### src/rtl/pw_pkg.sv
package pw_pkg;
    typedef enum logic [2:0] {
        ST_IDLE,
        ST_DIR_RD,
        ST_TBL_RD,
        ST_DIR_WB,
        ST_TBL_WB,
        ST_RESP
    } walk_state_t;

    localparam int FLG_PRESENT  = 0;
    localparam int FLG_WRITABLE = 1;
    localparam int FLG_USER     = 2;
    localparam int FLG_ACCESSED = 5;
    localparam int FLG_DIRTY    = 6;

    localparam logic [2:0] ERR_PROT_BASE = 3'b101;
endpackage

### src/rtl/pw_ctrl_regs.sv
module pw_ctrl_regs #(
    parameter int AW    = 32,
    parameter int OFF_W = 12
) (
    input  logic          clk,
    input  logic          rst_n,
    input  logic          base_we,
    input  logic [AW-1:0] base_wdata,
    input  logic          en_we,
    input  logic          en_wdata,
    output logic [AW-1:0] base_q,
    output logic          en_q,
    output logic          flush_q
);
    localparam logic [AW-1:0] LOW_MASK = (AW'(1) << OFF_W) - AW'(1);

    always_ff @(posedge clk) begin
        if (!rst_n) begin
            base_q  <= '0;
            en_q    <= 1'b0;
            flush_q <= 1'b0;
        end else begin
            flush_q <= base_we | en_we;
            if (base_we) base_q <= base_wdata & ~LOW_MASK;
            if (en_we)   en_q   <= en_wdata;
        end
    end
endmodule

### src/rtl/pw_perm_check.sv
module pw_perm_check (
    input  logic dir_user,
    input  logic dir_wr,
    input  logic tbl_present,
    input  logic tbl_user,
    input  logic tbl_wr,
    input  logic is_write,
    input  logic is_user,
    input  logic user_rule,
    output logic tbl_absent,
    output logic priv_deny
);
    logic user_block;
    logic write_block;

    always_comb begin
        tbl_absent  = ~tbl_present;
        user_block  = user_rule ? (~dir_user | ~tbl_user) : (~dir_user & ~tbl_user);
        write_block = is_write & (~dir_wr | ~tbl_wr);
        priv_deny   = is_user & (user_block | write_block);
    end
endmodule

### src/rtl/pw_ad_update.sv
module pw_ad_update #(
    parameter int AW = 32
) (
    input  logic [AW-1:0] dir_ent,
    input  logic [AW-1:0] tbl_ent,
    input  logic          is_write,
    output logic          dir_stale,
    output logic [AW-1:0] dir_next,
    output logic          tbl_stale,
    output logic [AW-1:0] tbl_next
);
    import pw_pkg::*;

    always_comb begin
        dir_stale = ~dir_ent[FLG_ACCESSED];
        dir_next  = dir_ent;
        dir_next[FLG_ACCESSED] = 1'b1;

        tbl_stale = ~tbl_ent[FLG_ACCESSED] | (is_write & ~tbl_ent[FLG_DIRTY]);
        tbl_next  = tbl_ent;
        tbl_next[FLG_ACCESSED] = 1'b1;
        if (is_write) tbl_next[FLG_DIRTY] = 1'b1;
    end
endmodule

### src/rtl/pt_walker.sv
module pt_walker #(
    parameter  int IDX_W   = 10,
    localparam int OFF_W   = IDX_W + 2,
    localparam int AW      = OFF_W + 2 * IDX_W,
    localparam int FRAME_W = AW - OFF_W
) (
    input  logic          clk,
    input  logic          rst_n,
    input  logic          cfg_base_we,
    input  logic [AW-1:0] cfg_base_wdata,
    input  logic          cfg_en_we,
    input  logic          cfg_en_wdata,
    input  logic          user_rule,
    output logic [AW-1:0] cfg_base_q,
    output logic          paging_en,
    output logic          tlb_flush,
    input  logic          req_valid,
    output logic          req_ready,
    input  logic [AW-1:0] req_vaddr,
    input  logic          req_write,
    input  logic          req_user,
    output logic          rsp_done,
    output logic          rsp_fault,
    output logic [AW-1:0] rsp_paddr,
    output logic [2:0]    rsp_err,
    output logic [AW-1:0] fault_addr,
    output logic          mem_valid,
    input  logic          mem_ready,
    output logic          mem_we,
    output logic [AW-1:0] mem_addr,
    output logic [AW-1:0] mem_wdata,
    input  logic [AW-1:0] mem_rdata
);
    import pw_pkg::*;

    walk_state_t state_q, state_d;

    logic [AW-1:0] va_q;
    logic          wr_q;
    logic          us_q;
    logic [AW-1:0] pde_q;
    logic [AW-1:0] pte_q;
    logic          res_fault_q;
    logic [2:0]    res_err_q;
    logic [AW-1:0] res_paddr_q;
    logic [AW-1:0] cr2_q;

    logic          accept;
    logic          xfer;
    logic [AW-1:0] pte_cur;
    logic          tbl_absent;
    logic          priv_deny;
    logic          dir_stale;
    logic          tbl_stale;
    logic [AW-1:0] dir_next;
    logic [AW-1:0] tbl_next;
    logic [AW-1:0] dir_ent_addr;
    logic [AW-1:0] tbl_ent_addr;
    logic [2:0]    np_code;
    logic [2:0]    prot_code;

    pw_ctrl_regs #(.AW(AW), .OFF_W(OFF_W)) u_regs (
        .clk        (clk),
        .rst_n      (rst_n),
        .base_we    (cfg_base_we),
        .base_wdata (cfg_base_wdata),
        .en_we      (cfg_en_we),
        .en_wdata   (cfg_en_wdata),
        .base_q     (cfg_base_q),
        .en_q       (paging_en),
        .flush_q    (tlb_flush)
    );

    assign pte_cur = (state_q == ST_TBL_RD) ? mem_rdata : pte_q;

    pw_perm_check u_perm (
        .dir_user    (pde_q[FLG_USER]),
        .dir_wr      (pde_q[FLG_WRITABLE]),
        .tbl_present (pte_cur[FLG_PRESENT]),
        .tbl_user    (pte_cur[FLG_USER]),
        .tbl_wr      (pte_cur[FLG_WRITABLE]),
        .is_write    (wr_q),
        .is_user     (us_q),
        .user_rule   (user_rule),
        .tbl_absent  (tbl_absent),
        .priv_deny   (priv_deny)
    );

    pw_ad_update #(.AW(AW)) u_ad (
        .dir_ent   (pde_q),
        .tbl_ent   (pte_cur),
        .is_write  (wr_q),
        .dir_stale (dir_stale),
        .dir_next  (dir_next),
        .tbl_stale (tbl_stale),
        .tbl_next  (tbl_next)
    );

    assign accept       = (state_q == ST_IDLE) && req_valid;
    assign xfer         = mem_valid && mem_ready;
    assign dir_ent_addr = {cfg_base_q[AW-1:OFF_W], va_q[AW-1 -: IDX_W], 2'b00};
    assign tbl_ent_addr = {pde_q[AW-1:OFF_W], va_q[OFF_W +: IDX_W], 2'b00};
    assign np_code      = {us_q, wr_q, 1'b0};
    assign prot_code    = ERR_PROT_BASE | {1'b0, wr_q, 1'b0};

    // state register
    always_ff @(posedge clk) begin
        if (!rst_n) state_q <= ST_IDLE;
        else        state_q <= state_d;
    end

    // next state
    always_comb begin
        state_d = state_q;
        unique case (state_q)
            ST_IDLE: begin
                if (accept) state_d = paging_en ? ST_DIR_RD : ST_RESP;
            end
            ST_DIR_RD: begin
                if (xfer) state_d = mem_rdata[FLG_PRESENT] ? ST_TBL_RD : ST_RESP;
            end
            ST_TBL_RD: begin
                if (xfer) begin
                    if (tbl_absent || priv_deny) state_d = ST_RESP;
                    else if (dir_stale)          state_d = ST_DIR_WB;
                    else if (tbl_stale)          state_d = ST_TBL_WB;
                    else                         state_d = ST_RESP;
                end
            end
            ST_DIR_WB: begin
                if (xfer) state_d = tbl_stale ? ST_TBL_WB : ST_RESP;
            end
            ST_TBL_WB: begin
                if (xfer) state_d = ST_RESP;
            end
            ST_RESP: state_d = ST_IDLE;
            default: state_d = ST_IDLE;
        endcase
    end

    // datapath registers
    always_ff @(posedge clk) begin
        if (!rst_n) begin
            va_q        <= '0;
            wr_q        <= 1'b0;
            us_q        <= 1'b0;
            pde_q       <= '0;
            pte_q       <= '0;
            res_fault_q <= 1'b0;
            res_err_q   <= '0;
            res_paddr_q <= '0;
            cr2_q       <= '0;
        end else begin
            unique case (state_q)
                ST_IDLE: begin
                    if (accept) begin
                        va_q        <= req_vaddr;
                        wr_q        <= req_write;
                        us_q        <= req_user;
                        res_fault_q <= 1'b0;
                        res_err_q   <= '0;
                        res_paddr_q <= req_vaddr;
                    end
                end
                ST_DIR_RD: begin
                    if (xfer) begin
                        pde_q <= mem_rdata;
                        if (!mem_rdata[FLG_PRESENT]) begin
                            res_fault_q <= 1'b1;
                            res_err_q   <= np_code;
                            cr2_q       <= va_q;
                        end
                    end
                end
                ST_TBL_RD: begin
                    if (xfer) begin
                        pte_q <= mem_rdata;
                        if (tbl_absent) begin
                            res_fault_q <= 1'b1;
                            res_err_q   <= np_code;
                            cr2_q       <= va_q;
                        end else if (priv_deny) begin
                            res_fault_q <= 1'b1;
                            res_err_q   <= prot_code;
                            cr2_q       <= va_q;
                        end else begin
                            res_paddr_q <= {mem_rdata[AW-1 -: FRAME_W], va_q[OFF_W-1:0]};
                        end
                    end
                end
                ST_DIR_WB, ST_TBL_WB, ST_RESP: ;
                default: ;
            endcase
        end
    end

    // outputs
    always_comb begin
        req_ready = 1'b0;
        mem_valid = 1'b0;
        mem_we    = 1'b0;
        mem_addr  = '0;
        mem_wdata = '0;
        rsp_done  = 1'b0;
        rsp_fault = 1'b0;
        unique case (state_q)
            ST_IDLE: req_ready = 1'b1;
            ST_DIR_RD: begin
                mem_valid = 1'b1;
                mem_addr  = dir_ent_addr;
            end
            ST_TBL_RD: begin
                mem_valid = 1'b1;
                mem_addr  = tbl_ent_addr;
            end
            ST_DIR_WB: begin
                mem_valid = 1'b1;
                mem_we    = 1'b1;
                mem_addr  = dir_ent_addr;
                mem_wdata = dir_next;
            end
            ST_TBL_WB: begin
                mem_valid = 1'b1;
                mem_we    = 1'b1;
                mem_addr  = tbl_ent_addr;
                mem_wdata = tbl_next;
            end
            ST_RESP: begin
                rsp_done  = ~res_fault_q;
                rsp_fault = res_fault_q;
            end
            default: ;
        endcase
    end

    assign rsp_paddr  = res_paddr_q;
    assign rsp_err    = res_err_q;
    assign fault_addr = cr2_q;
endmodule

### config.mk
export PLATFORM = sky130hd
export DESIGN_NAME = pt_walker
export DESIGN_NICKNAME = d
export VERILOG_FILES = /design/src/rtl/pw_pkg.sv /design/src/rtl/pw_ctrl_regs.sv /design/src/rtl/pw_perm_check.sv /design/src/rtl/pw_ad_update.sv /design/src/rtl/pt_walker.sv
export SDC_FILE = /design/constraint.sdc
export NUM_CORES = 1
export LEC_CHECK = 0
export BUFFER_PORTS_ARGS = -buffer_cell sky130_fd_sc_hd__buf_2
export CAP_MARGIN = 5
export CORE_MARGIN = 2
export CORE_UTILIZATION = 55
export DETAILED_ROUTE_END_ITERATION = 10
export PLACE_DENSITY = 0.81
export SLEW_MARGIN = 20
export SYNTH_ARGS = -nofsm -noshare
export SYNTH_HDL_FRONTEND = slang
export SYNTH_SLANG_ARGS = --single-unit
### constraint.sdc
create_clock -name clk -period 3.4 [get_ports clk]
set_clock_uncertainty 0.1 [all_clocks]
set_input_delay 0.51 -clock clk [delete_from_list [all_inputs] [get_ports clk]]
set_output_delay 0.51 -clock clk [all_outputs]
set_load 0.05 [all_outputs]
Word level (Yosys, flattened, before mapping)
Cells that the tools add are included.
{"block": "word_totals", "ff_bits": 191, "word_cells": 108, "inputBits": 106}
{"block": "classes", "n_bitwise": 17, "n_eq_ne": 14, "n_mux": 46, "n_reduce_logical": 18}
{"cell": "32-bit 2-to-1 mux", "count": 10}
{"cell": "32-bit one-hot mux with 2 select lines", "count": 4}
{"cell": "3-bit 2-to-1 mux", "count": 15}
{"cell": "2-bit inequality test (second input constant)", "count": 8}
{"cell": "3-bit one-hot mux with 5 select lines", "count": 1}
{"cell": "5-bit AND reduction", "count": 3}
{"cell": "1-bit 2-to-1 mux", "count": 14}
{"cell": "3-bit one-hot mux with 3 select lines", "count": 1}
{"cell": "1-bit inverter", "count": 8}
{"cell": "3-bit by 2-bit == test with 1-bit output (second input constant)", "count": 2}
{"cell": "3-bit == test (second input constant)", "count": 2}
{"cell": "2-bit AND reduction", "count": 3}
{"cell": "6-bit AND reduction", "count": 1}
{"cell": "2-bit OR reduction", "count": 3}
{"cell": "1-bit bitwise OR", "count": 5}
{"cell": "1-bit bitwise AND", "count": 4}
{"cell": "2-bit nonzero test", "count": 2}
{"cell": "4-bit OR reduction", "count": 1}
{"cell": "3-bit by 1-bit == test with 1-bit output (second input constant)", "count": 1}
{"cell": "3-bit logical NOT", "count": 1}
{"cell": "3-bit inequality test (second input constant)", "count": 1}
{"cell": "1-bit one-hot mux with 3 select lines", "count": 1}
{"cell": "3-bit nonzero test", "count": 1}
{"cell": "1-bit logical AND", "count": 2}
{"cell": "1-bit logical OR", "count": 1}

Longest topological paths before layout
Gate-level depths: netlist of the first run.
{"block": "logic_depth", "depth_word": 11, "mapped_depth": 8, "depth_no_buf": 5}

Hierarchy
Synthesis of the first run repeated with hierarchy kept, for this count alone.
{"block": "unflattened", "cells_unflattened": 1068, "hier_area_um2": 9492.9}
{"mod": "pt_walker", "instances": 1, "seq_area_each_um2": 3383.2, "area_per_inst_um2": 8021.4, "cells_each": 911}
{"mod": "pw_ctrl_regs", "instances": 1, "seq_area_each_um2": 440.4, "area_per_inst_um2": 942.2, "cells_each": 83}
{"mod": "pw_ad_update", "instances": 1, "seq_area_each_um2": 0.0, "area_per_inst_um2": 495.5, "cells_each": 68}
{"mod": "pw_perm_check", "instances": 1, "seq_area_each_um2": 0.0, "area_per_inst_um2": 33.8, "cells_each": 6}

Least setup slack after synthesis of the first run
No wires, ideal clock.
{"block": "synth_timing", "path_kind": "register to output", "from": "register state_q[2]", "to": "output rsp_done", "t_arrival_ns": 2.214, "stages_incl_launch_ff": 4, "path_buffers": 1, "setup_slack_ns": 0.576, "cell_sequence": "dfxtp_1 > buf_2 > clkinv_1 > nor4_1"}
{"block": "synth_between", "elab_chain_cells": 2}
{"item": "start: declaration", "line_no": "pt_walker.sv:36", "source": "walk_state_t state_q, state_d;"}
{"item": "start signal: assignment", "line_no": "pt_walker.sv:109", "source": "else state_q <= state_d;"}
{"item": "3-bit == test", "line_no": "pt_walker.sv:206", "source": "unique case (state_q)"}
{"item": "1-bit 2-to-1 mux", "line_no": "pt_walker.sv:206"}
{"item": "end: declaration", "line_no": "pt_walker.sv:22", "source": "output logic rsp_done,"}
Every way passes these cells.

Worst setup path after layout of the first run
{"block": "layout_timing", "from": "register state_q[1]", "to": "output mem_wdata[12]"}
{"block": "layout_between", "elab_chain_cells": 3}
{"item": "3-bit by 2-bit == test with 1-bit output", "line_no": "pt_walker.sv:74", "source": "assign pte_cur = (state_q == ST_TBL_RD) ? mem_rdata : pte_q;"}
{"item": "32-bit 2-to-1 mux", "line_no": "pt_walker.sv:74"}
{"item": "32-bit one-hot mux with 2 select lines *", "line_no": "pt_walker.sv:206"}
{"item": "end: declaration", "line_no": "pt_walker.sv:31", "source": "output logic [AW-1:0] mem_wdata,"}
Mark *: on every way between the ends. The rest lies on a longest branch, timed or not.

==> out/metrics.yaml, run 1 <==
outcome: "finished clean"
end_kind: "primary output"
layout_commonest_cell: "nand2_1"
hold_slack_ns: 0.200
die_w_um: 130
antenna_found_initial: 1
portBuffers: 249
grt_max_degree: 94
postSynthCellCount: 1082
p_sw_share_pct: 34.4
gp_congestion: 0.867
routedWlPerCell_um: 16.7
cts_max_level: 4
p_sw_w: 0.00206
cts_tree: "built"
postPlaceCellArea_um2: 9990
clk_latency_ns: 0.43
worstHoldPathType: "in -> reg"
synthFlopType: "dfxtp_1"
fin_crit_ns: 3.25
hold_viol: 0
fin_tns_setup_ns: 0
vias: 8488
fp-row-count: 46
ioPinCount: 276
fin_area_um2: 10600
p_per_area_nw_per_um2: 567
ir_drop_mv: 0.419
grt_pass1_vias: 7381
avgSynthCellArea_um2: 8.09
areaGrowthSynthToFinish_pct: 20.8
syn_area_um2: 8760
slew-limit-headroom_pct: 43.5
drive_above_1_share_pct: 25.3
final_max_slew_viol_count: 0
drt-initial-drc-count: 640
vias_per_cell: 5.64
critical_path_required_ns: 2.79
layout.nets: 1380
clock-sinks: 191
root_buffer: "clkbuf_16"
drtPass1Iterations: 5
cp_max_fo: 16
start_util_pct: 55.7
wl_um: 25100
core_um2: 15700
clockBufferDepth: 2
place_hpwl_um: 16900
pwr-share-clk_pct: 33.4
seqPwrFrac_pct: 42.2
die-area_um2: 16900
synth.distinct_cells: 48
setup_violations: 0
worstPathArrival_ns: 2.64
timing.fmax_mhz: 308
synth_edf_count: 0
cts_buffers: 17
startpoint_type: "flip-flop"
rsz0062_at_grt: "false"
synth-seq-cells: 191
final.fill_count: 1338
yosys_warnings: 0
p_int_w: 0.00393
tightest_slew_ns: 0.844
yosysSeqAreaShare_pct: 43.7
leakage_nw: 4.51
synthArstFlopShare_pct: 0
post-route-drc-count: 0
overflow: 0
grt_pass1_wl_um: 37700
combPwrFrac_pct: 24.4
cts.clk_slew.worst_paths_ns: 0.07
period_share_pct: 95.5
grt_util_all_layers_pct: 28.4
path_class: "reg -> out"
die_y_um: 130
drv_cap: 0
ant_nets: 0
final_cell_mix: "nand2_1, buf_2, dfxtp_1"
## critical path, stage by stage (launching register included)
cell	delay, ns
dfxtp_1	0.70
inv_1	0.20
nor3_2	0.49
buf_4	0.33
a22o_1	0.21
buf_2	0.27
## layout make-up
cell class	count	area [um^2]	share of cell area [%]
multi-input cells	785	4420	41.8
flip-flops and latches	191	3820	36.2
repair buffers	274	1450	13.7
clock buffers	23	478	4.52
well taps	216	270	2.55
clock inverters	9	108	1.02
inverters	5	18.8	0.177
diodes	2	5.00	0.0473
## flip-flops by register name, summed over array words and instances, names as in the netlist
| name | flops |
|---|---|
| state_q | 3 |
| u_regs.en_q | 1 |
| fault_addr | 32 |
| va_q | 32 |
| pte_q | 32 |
| us_q | 1 |
| rsp_err | 3 |
| pde_q | 32 |
| wr_q | 1 |
| rsp_paddr | 32 |
| u_regs.flush_q | 1 |
| res_fault_q | 1 |
| u_regs.base_q | 20 |
## per-layer routing
metal	up-vias	GRT usage, %	routed length (um)
met5	-	0	0
met4	0	13.0	808
met3	57	4.88	1500
met2	323	46.5	12200
met1	4022	36.7	10600
li1	4086	-	-
## what timing repair did
| item | in CTS | in global routing |
|---|---|---|
| hold buffers | 0 | 0 |
| setup buffers | 0 | 0 |
| endpoints found under the setup margin | 0 | 2 |
| resized for setup | 0 | 1 |
## power by group through the flow
| stage | sequential (W) | combinational, W | clock, W |
|---|---|---|---|
| 2_1_floorplan | 0.00285 | 0.000812 | 0 |
| 3_3_place_gp | 0.00257 | 0.00143 | 0 |
| 3_5_place_dp | 0.00258 | 0.00145 | 0 |
| 4_1_cts | 0.00253 | 0.00146 | 0.00202 |
| 5_1_grt | 0.00255 | 0.00157 | 0.00211 |
| 6_report | 0.00253 | 0.00146 | 0.00200 |
## synthesized netlist by cell type, types with 2 or more instances
master      n  area (um^2)
a21oi_1    27          135
o22ai_1     3         18.8
nor3_1      3         15.0
buf_1       6         22.5
inv_1       4         15.0
buf_4      19          143
a31oi_1     2         12.5
nand2b_1    2         12.5
nand2_1   308         1160
mux2i_1    26          260
a22o_1     61          534
o221ai_1   32          280
nand4_1     2         12.5
o21ai_0    41          205
clkbuf_1   65          244
nor2b_1    23          144
o41ai_1     2         17.5
and3_1      4         25.0
a21oi_2    10         87.6
a21boi_0   98          736
buf_2      17         85.1
nor2_1     36          135
dfxtp_1   191         3820
nand3_1    68          340
buf_6       7         78.8
and2_1      3         18.8
## per-stage QoR
step / setup WS [ns] / power [W] / instances / utilization, %
finish: 0.155 / 0.00599 / 1505 / 67.3
detailed placement: 0.655 / 0.00403 / 1471 / 63.6
global placement: 0.687 / 0.00401 / 1471 / 63.6
CTS: 0.182 / 0.00600 / 1503 / 67.3
global route: 0.0235 / 0.00623 / 1504 / 67.3
floorplan: 0.576 / 0.00366 / 1095 / -
## cell families (layout without fill, tap and decap cells)
group                     after synthesis  in the layout  share of synthesized area [%]
AOI/OAI and AO/OA                     286            286                           24.3
xor gates and xnor gates                1              1                          0.100
buffers and inverters                 119            311                           6.76
DFF                                   191            191                           43.7
muxes                                  26             26                           2.97
other                                   1             16                         0.0428
and+or+nand+nor                       458            458                           22.1
## worst paths after layout
| path | depth (start not counted) | to | start | slack (ns) |
|---|---|---|---|---|
| max | 5 | mem_wdata[12] | state_q[1] | 0.15 |
| min | 2 | u_regs.flush_q | cfg_en_we | 0.20 |
| max reg2reg | 6 | rsp_paddr[5] | state_q[1] | 0.67 |
| min reg2reg | 2 | fault_addr[24] | fault_addr[24] | 0.35 |
No activity file was read; power rests on OpenSTA's default activity.
==> inputs of run 2 (changes only) <==
Settings changed: CORE_UTILIZATION 55 to 41, PLACE_DENSITY 0.81 to 0.62.
==> run 2 against run 1 <==
Net effect: utilization is 17 points lower; maximum frequency is 2.0% higher; combinational power barely moved; sequential power about the same; wire length rose by 5.2%; non-clock buffer count down 4; critical path depth unchanged; total power up 1.7%; first-iteration DRC count down 23%; count of clock-buffer cells in the layout shrank 4; highest routed layer unchanged.
==> out/metrics.yaml, run 2 (synthesized netlist as in run 1, its figures left out) <==
tightest_slew_ns: 0.752  # -0.0921 ns
rsz0062_at_grt: "false"
fin_crit_ns: 3.18  # -0.0649 ns
drtPass1Iterations: 5  # unchanged
slew-limit-headroom_pct: 49.8  # +6.3 points
post_cts_buffers: 0  # unchanged
power_w: 0.00609  # +1.7%
final_cell_mix: "nand2_1, buf_2, dfxtp_1"
overflow: 0  # unchanged
fin_tns_setup_ns: 0  # unchanged
core_um2: 21000  # +34%
cts_max_level: 4  # unchanged
cts_resized: 0  # unchanged
outcome: "finished clean"
worstHoldPathType: "in -> reg"
grt_util_all_layers_pct: 23.0  # -5.4 points
cp_max_fo: 30  # +14
die_y_um: 150  # +15%
path_class: "reg -> out"
portBuffers: 249  # unchanged
grt_pass1_vias: 7499  # +1.6%
cpLargestDelayFamily: "flip-flops"
grt_max_degree: 80  # -15%
antenna_found_initial: 2  # +1
routedWlPerCell_um: 16.9  # +1.4%
post-route-drc-count: 0  # unchanged
layout_commonest_cell: "nand2_1"
die_w_um: 150  # +15%
clock-sinks: 191  # unchanged
layout.nets: 1376  # -0.29%
final_max_slew_viol_count: 0  # unchanged
cts_buffers: 17  # unchanged
ant_nets: 0  # unchanged
max_stage_delay_ns: 0.67  # -0.03 ns
hold_viol: 0  # unchanged
drt-initial-drc-count: 493  # -23%
areaGrowthSynthToFinish_pct: 22.0
final.fill_count: 2082  # +56%
final_core_util_pct: 50.8  # -17 points
cts_tree: "built"
worstPathArrival_ns: 2.57  # -0.07 ns
place_hpwl_um: 17800  # +5.7%
drive_above_1_share_pct: 25.1  # -0.16 points
cts_hold_buf: 0  # unchanged
vias_per_cell: 5.24  # -7.0%
root_buffer: "clkbuf_16"
clockBufferDepth: 2  # unchanged
leakage_nw: 4.52  # +0.18%
setup_violations: 0  # unchanged
end_kind: "primary output"
ir_drop_mv: 0.332  # -21%
path_cells: "or3b_1, nand2b_1, buf_4, a22o_1, buf_2"
ioPinCount: 276  # unchanged
wl_um: 26400  # +5.2%
grt_pass1_wl_um: 40600  # +7.8%
cts.clk_slew.worst_paths_ns: 0.08  # about the same
die-area_um2: 22500  # +33%
critical_path_required_ns: 2.79  # about the same
critical-path-slowest-cell: "dfxtp_1"
vias: 8185  # -3.6%
hold_slack_ns: 0.226  # +0.0260 ns
drv_cap: 0  # unchanged
worst-path-buf-inv: 2  # -1
start_util_pct: 41.7  # -14 points
fp-row-count: 53  # +15%
startpoint_type: "flip-flop"
clk_latency_ns: 0.43  # about the same
p_per_area_nw_per_um2: 571  # +0.70%
gp_congestion: 0.885  # +2.1%
period_share_pct: 93.5  # -1.9 points
timing.fmax_mhz: 314  # +2.0%
run 2: cell count changes in the layout (fill, tap and decap cells not counted), sizes merged:
cell,change
inv,+5
diode,+1
clkbuf,-4
buf,-4
clkinvlp,-2
clkinv,+1
run 2: report_power, final:
part           internal [W]  switching [W]
combinational      0.000387        0.00108
sequential          0.00240       0.000127
clock               0.00114       0.000953
total               0.00393        0.00216
run 2: worst reg2reg max path: stages (launching register included):
cell and delay (ns):
dfxtp_1 0.67, nor3b_4 0.46, mux2i_1 0.17, o221ai_4 0.47
or2b_4 0.52, a21oi_1 0.14
run 2: cell type report:
class / count / area (um^2) / share of cell area [%]
multi-input combinational: 785 / 4420 / 41.4
clock buffer: 19 / 443 / 4.15
clock inverter: 13 / 174 / 1.63
timing repair buffer: 270 / 1450 / 13.6
sequential: 191 / 3820 / 35.8
tap: 275 / 344 / 3.22
antenna: 3 / 7.51 / 0.0703
inverter: 5 / 18.8 / 0.176
run 2: worst paths after layout:
check | from | to | slack, ns | cells past startpoint
setup / recovery | state_q[1] | mem_addr[11] | 0.22 | 5
hold / removal | mem_rdata[3] | pte_q[3] | 0.23 | 3
setup reg to reg | state_q[1] | rsp_paddr[20] | 0.72 | 5
hold reg to reg | fault_addr[2] | fault_addr[2] | 0.36 | 2
run 2: routing by layer:
| layer | up-vias | global-route usage [%] | wire (um) |
|---|---|---|---|
| met1 | 3867 | 30.9 | 11800 |
| met3 | 23 | 3.27 | 1310 |
| li1 | 4078 | - | - |
| met4 | 0 | 7.26 | 378 |
| met2 | 217 | 38.1 | 12900 |
| met5 | - | 0 | 0 |
run 2: per-stage QoR:
stage / worst slack, ns / instances / instance area, um^2
3_3_place_gp: 0.694 / 1526 / 10100
2_1_floorplan: 0.576 / 1095 / 8810
5_1_grt: 0.0382 / 1560 / 10700
6_report: 0.220 / 1561 / 10700
3_5_place_dp: 0.672 / 1526 / 10100
4_1_cts: 0.203 / 1558 / 10700
==> inputs of run 3 (changes only) <==
Settings changed: ABC_AREA from default to 1, PLACE_DENSITY 0.62 to 0.63, SKIP_CTS_REPAIR_TIMING from default to 1.
==> run 3 against run 2 <==
Net effect: wire length down 5.4%; highest routed layer unchanged; clock power down 3%; first-iteration DRC count up 25%; register-to-register slack worse by 0.09 ns; non-clock buffer count down 3; sequential power up 18%.
==> out/metrics.yaml, run 3 <==
timing.fmax_mhz: 322  # +2.4%
ant_nets: 0  # unchanged
synth-seq-cells: 191  # unchanged
path_class: "reg -> out"
ir_drop_mv: 0.385  # +16%
outcome: "finished clean"
cts_tree: "built"
r2r_setup_slack_ns: 0.63  # -0.09 ns
root_buffer: "clkbuf_16"
rsz0062_at_grt: "false"
seqPwrFrac_pct: 34.1  # -7.4 points
fin_crit_ns: 3.11  # -0.0746 ns
final_max_slew_viol_count: 0  # unchanged
grt_pass1_wl_um: 39600  # -2.4%
yosys_warnings: 0  # unchanged
timing.final.ws_setup_ns: 0.294  # +0.0746 ns
synthArstFlopShare_pct: 0  # unchanged
drtPass1Iterations: 5  # unchanged
setup_violations: 0  # unchanged
routedWlPerCell_um: 14.8  # -13%
p_sw_w: 0.00415  # +92%
startpoint_type: "flip-flop"
synth.distinct_cells: 27  # -44%
syn_area_um2: 8360  # -4.6%
yosysTopAreaCellShare_pct: 45.7  # +2.1 points
fin_tns_setup_ns: 0  # unchanged
final_cell_mix: "buf_2, o21ai_0, nor2_1"
n_antenna_cell: 0  # -3
synthMostInstantiatedCell: "o21ai_0"
die-area_um2: 21500  # -4.4%
clock-sinks: 191  # unchanged
clk_latency_ns: 0.43  # about the same
critical_path_required_ns: 2.79  # about the same
die_w_um: 147  # -2.2%
yosysSeqAreaShare_pct: 45.7  # +2.1 points
overflow: 0  # unchanged
drv_cap: 0  # unchanged
tightest_slew_ns: 0.742  # -0.0104 ns
portBuffers: 249  # unchanged
p_per_area_nw_per_um2: 848  # +49%
p_sw_share_pct: 47.5  # +12 points
drt-initial-drc-count: 615  # +25%
cts_max_level: 4  # unchanged
core_um2: 20100  # -4.4%
power_w: 0.00873  # +43%
period_share_pct: 91.3  # -2.2 points
ioPinCount: 276  # unchanged
post-route-drc-count: 0  # unchanged
grt_pass1_vias: 7356  # -1.9%
hold_viol: 0  # unchanged
synth_edf_count: 0  # unchanged
fp-row-count: 52  # -1.9%
vias: 8231  # +0.56%
synthFlopType: "dfxtp_1"
worstPathArrival_ns: 2.50  # -0.07 ns
layout_commonest_cell: "buf_2"
avgSynthCellArea_um2: 6.94  # -14%
antenna_found_initial: 0  # -2
cp_max_fo: 27  # -10%
place_hpwl_um: 18100  # +1.6%
layout.nets: 1513  # +10%
leakage_nw: 4.83  # +6.8%
postSynthCellCount: 1204  # +11%
start_util_pct: 41.6  # -0.085 points
worstHoldPathType: "in -> reg"
combPwrFrac_pct: 42.6  # +18 points
cts.clk_slew.worst_paths_ns: 0.08  # about the same
wl_um: 25000  # -5.4%
place_ws_ns: 0.642  # -0.0301 ns
grt_util_all_layers_pct: 23.1  # +0.082 points
die_y_um: 147  # -2.2%
drive_above_1_share_pct: 22.8  # -2.3 points
vias_per_cell: 4.87  # -7.1%
clockBufferDepth: 2  # unchanged
end_kind: "primary output"
gp_congestion: 0.829  # -6.3%
synth_top_area_cell: "dfxtp_1"
synthTopCellsByArea: "dfxtp_1, o21ai_0, nor2_1"
areaGrowthSynthToFinish_pct: 23.3
pwr-share-clk_pct: 23.3  # -11 points
slew-limit-headroom_pct: 50.5  # +0.64 points
synthTopCellsByCount: "o21ai_0, nor2_1, nand2_1"
p_int_w: 0.00459  # +17%
grt_max_degree: 68  # -15%
cts_buffers: 17  # unchanged
==> run 3: cell types whose count changed in the layout (fill, tap and decap cells not counted), sizes merged, moves of 98 or more <==
cell    before  now
inv         10  128
a21boi      98    0
nor2        36  206
o21ai       41  232
nand2      308  201
==> run 3: power groups by stage <==
stage | Combinational, W | Clock, W | Sequential, W
after floorplan | 0.00204 | 0 | 0.00386
after global placement | 0.00369 | 0 | 0.00302
after detailed placement | 0.00372 | 0 | 0.00304
after CTS | 0.00373 | 0.00208 | 0.00299
after global routing | 0.00403 | 0.00219 | 0.00305
final | 0.00372 | 0.00203 | 0.00298
==> run 3: per-stage QoR <==
stage	area (um^2)	util [%]	std cells	hold WS, ns
after CTS	10300	51.3	1690	0.175
after global routing	10300	51.3	1690	0.178
after floorplan	8410	-	1217	0.325
after detailed placement	9690	48.2	1658	0.338
final	10300	51.3	1690	0.192
after global placement	9690	48.2	1658	0.332
==> run 3: layout make-up <==
cell class | instances | area [um^2]
sequential | 191 | 3820
clock inverter | 15 | 184
fill | 2120 | 9800
timing repair buffer | 267 | 1410
tap | 270 | 338
inverter | 121 | 455
clock buffer | 17 | 425
multi-input combinational | 809 | 3660
==> run 3: worst paths after layout <==
kind	start	endpoint	cells after the start
hold reg to reg	pte_q[3]	pte_q[3]	2
hold / removal	cfg_base_wdata[24]	u_regs.base_q[24]	3
setup reg to reg	state_q[2]	rsp_paddr[30]	11
setup / recovery	state_q[2]	mem_wdata[0]	9
==> run 3: per-layer routing <==
layer	vias to the layer above	wire length [um]	global-route usage, %
li1	4232	-	-
met1	3690	12100	33.6
met2	285	10700	34.3
met3	24	1790	4.91
met4	0	389	6.80
met5	-	0	0
==> run 3: cells by family (layout without fill, tap and decap cells) <==
logic type             count (synthesis)  after routing  synth area share, %
other                                  1             14               0.0449
buffers and inverters                217            420                 11.1
flip-flops                           191            191                 45.7
AO/OA/AOI/OAI                        344            344                 21.0
AND/OR/NAND/NOR                      451            451                 22.1
==> run 3: worst max-delay path, stage by stage (launching register included) <==
cell and delay [ns]:
dfxtp_1 0.35, nor2_2 0.29, nand2_2 0.09, inv_2 0.32, buf_4 0.25, nand2_1 0.09, o21ai_0 0.08, inv_1 0.09
o21ai_0 0.19, buf_2 0.30
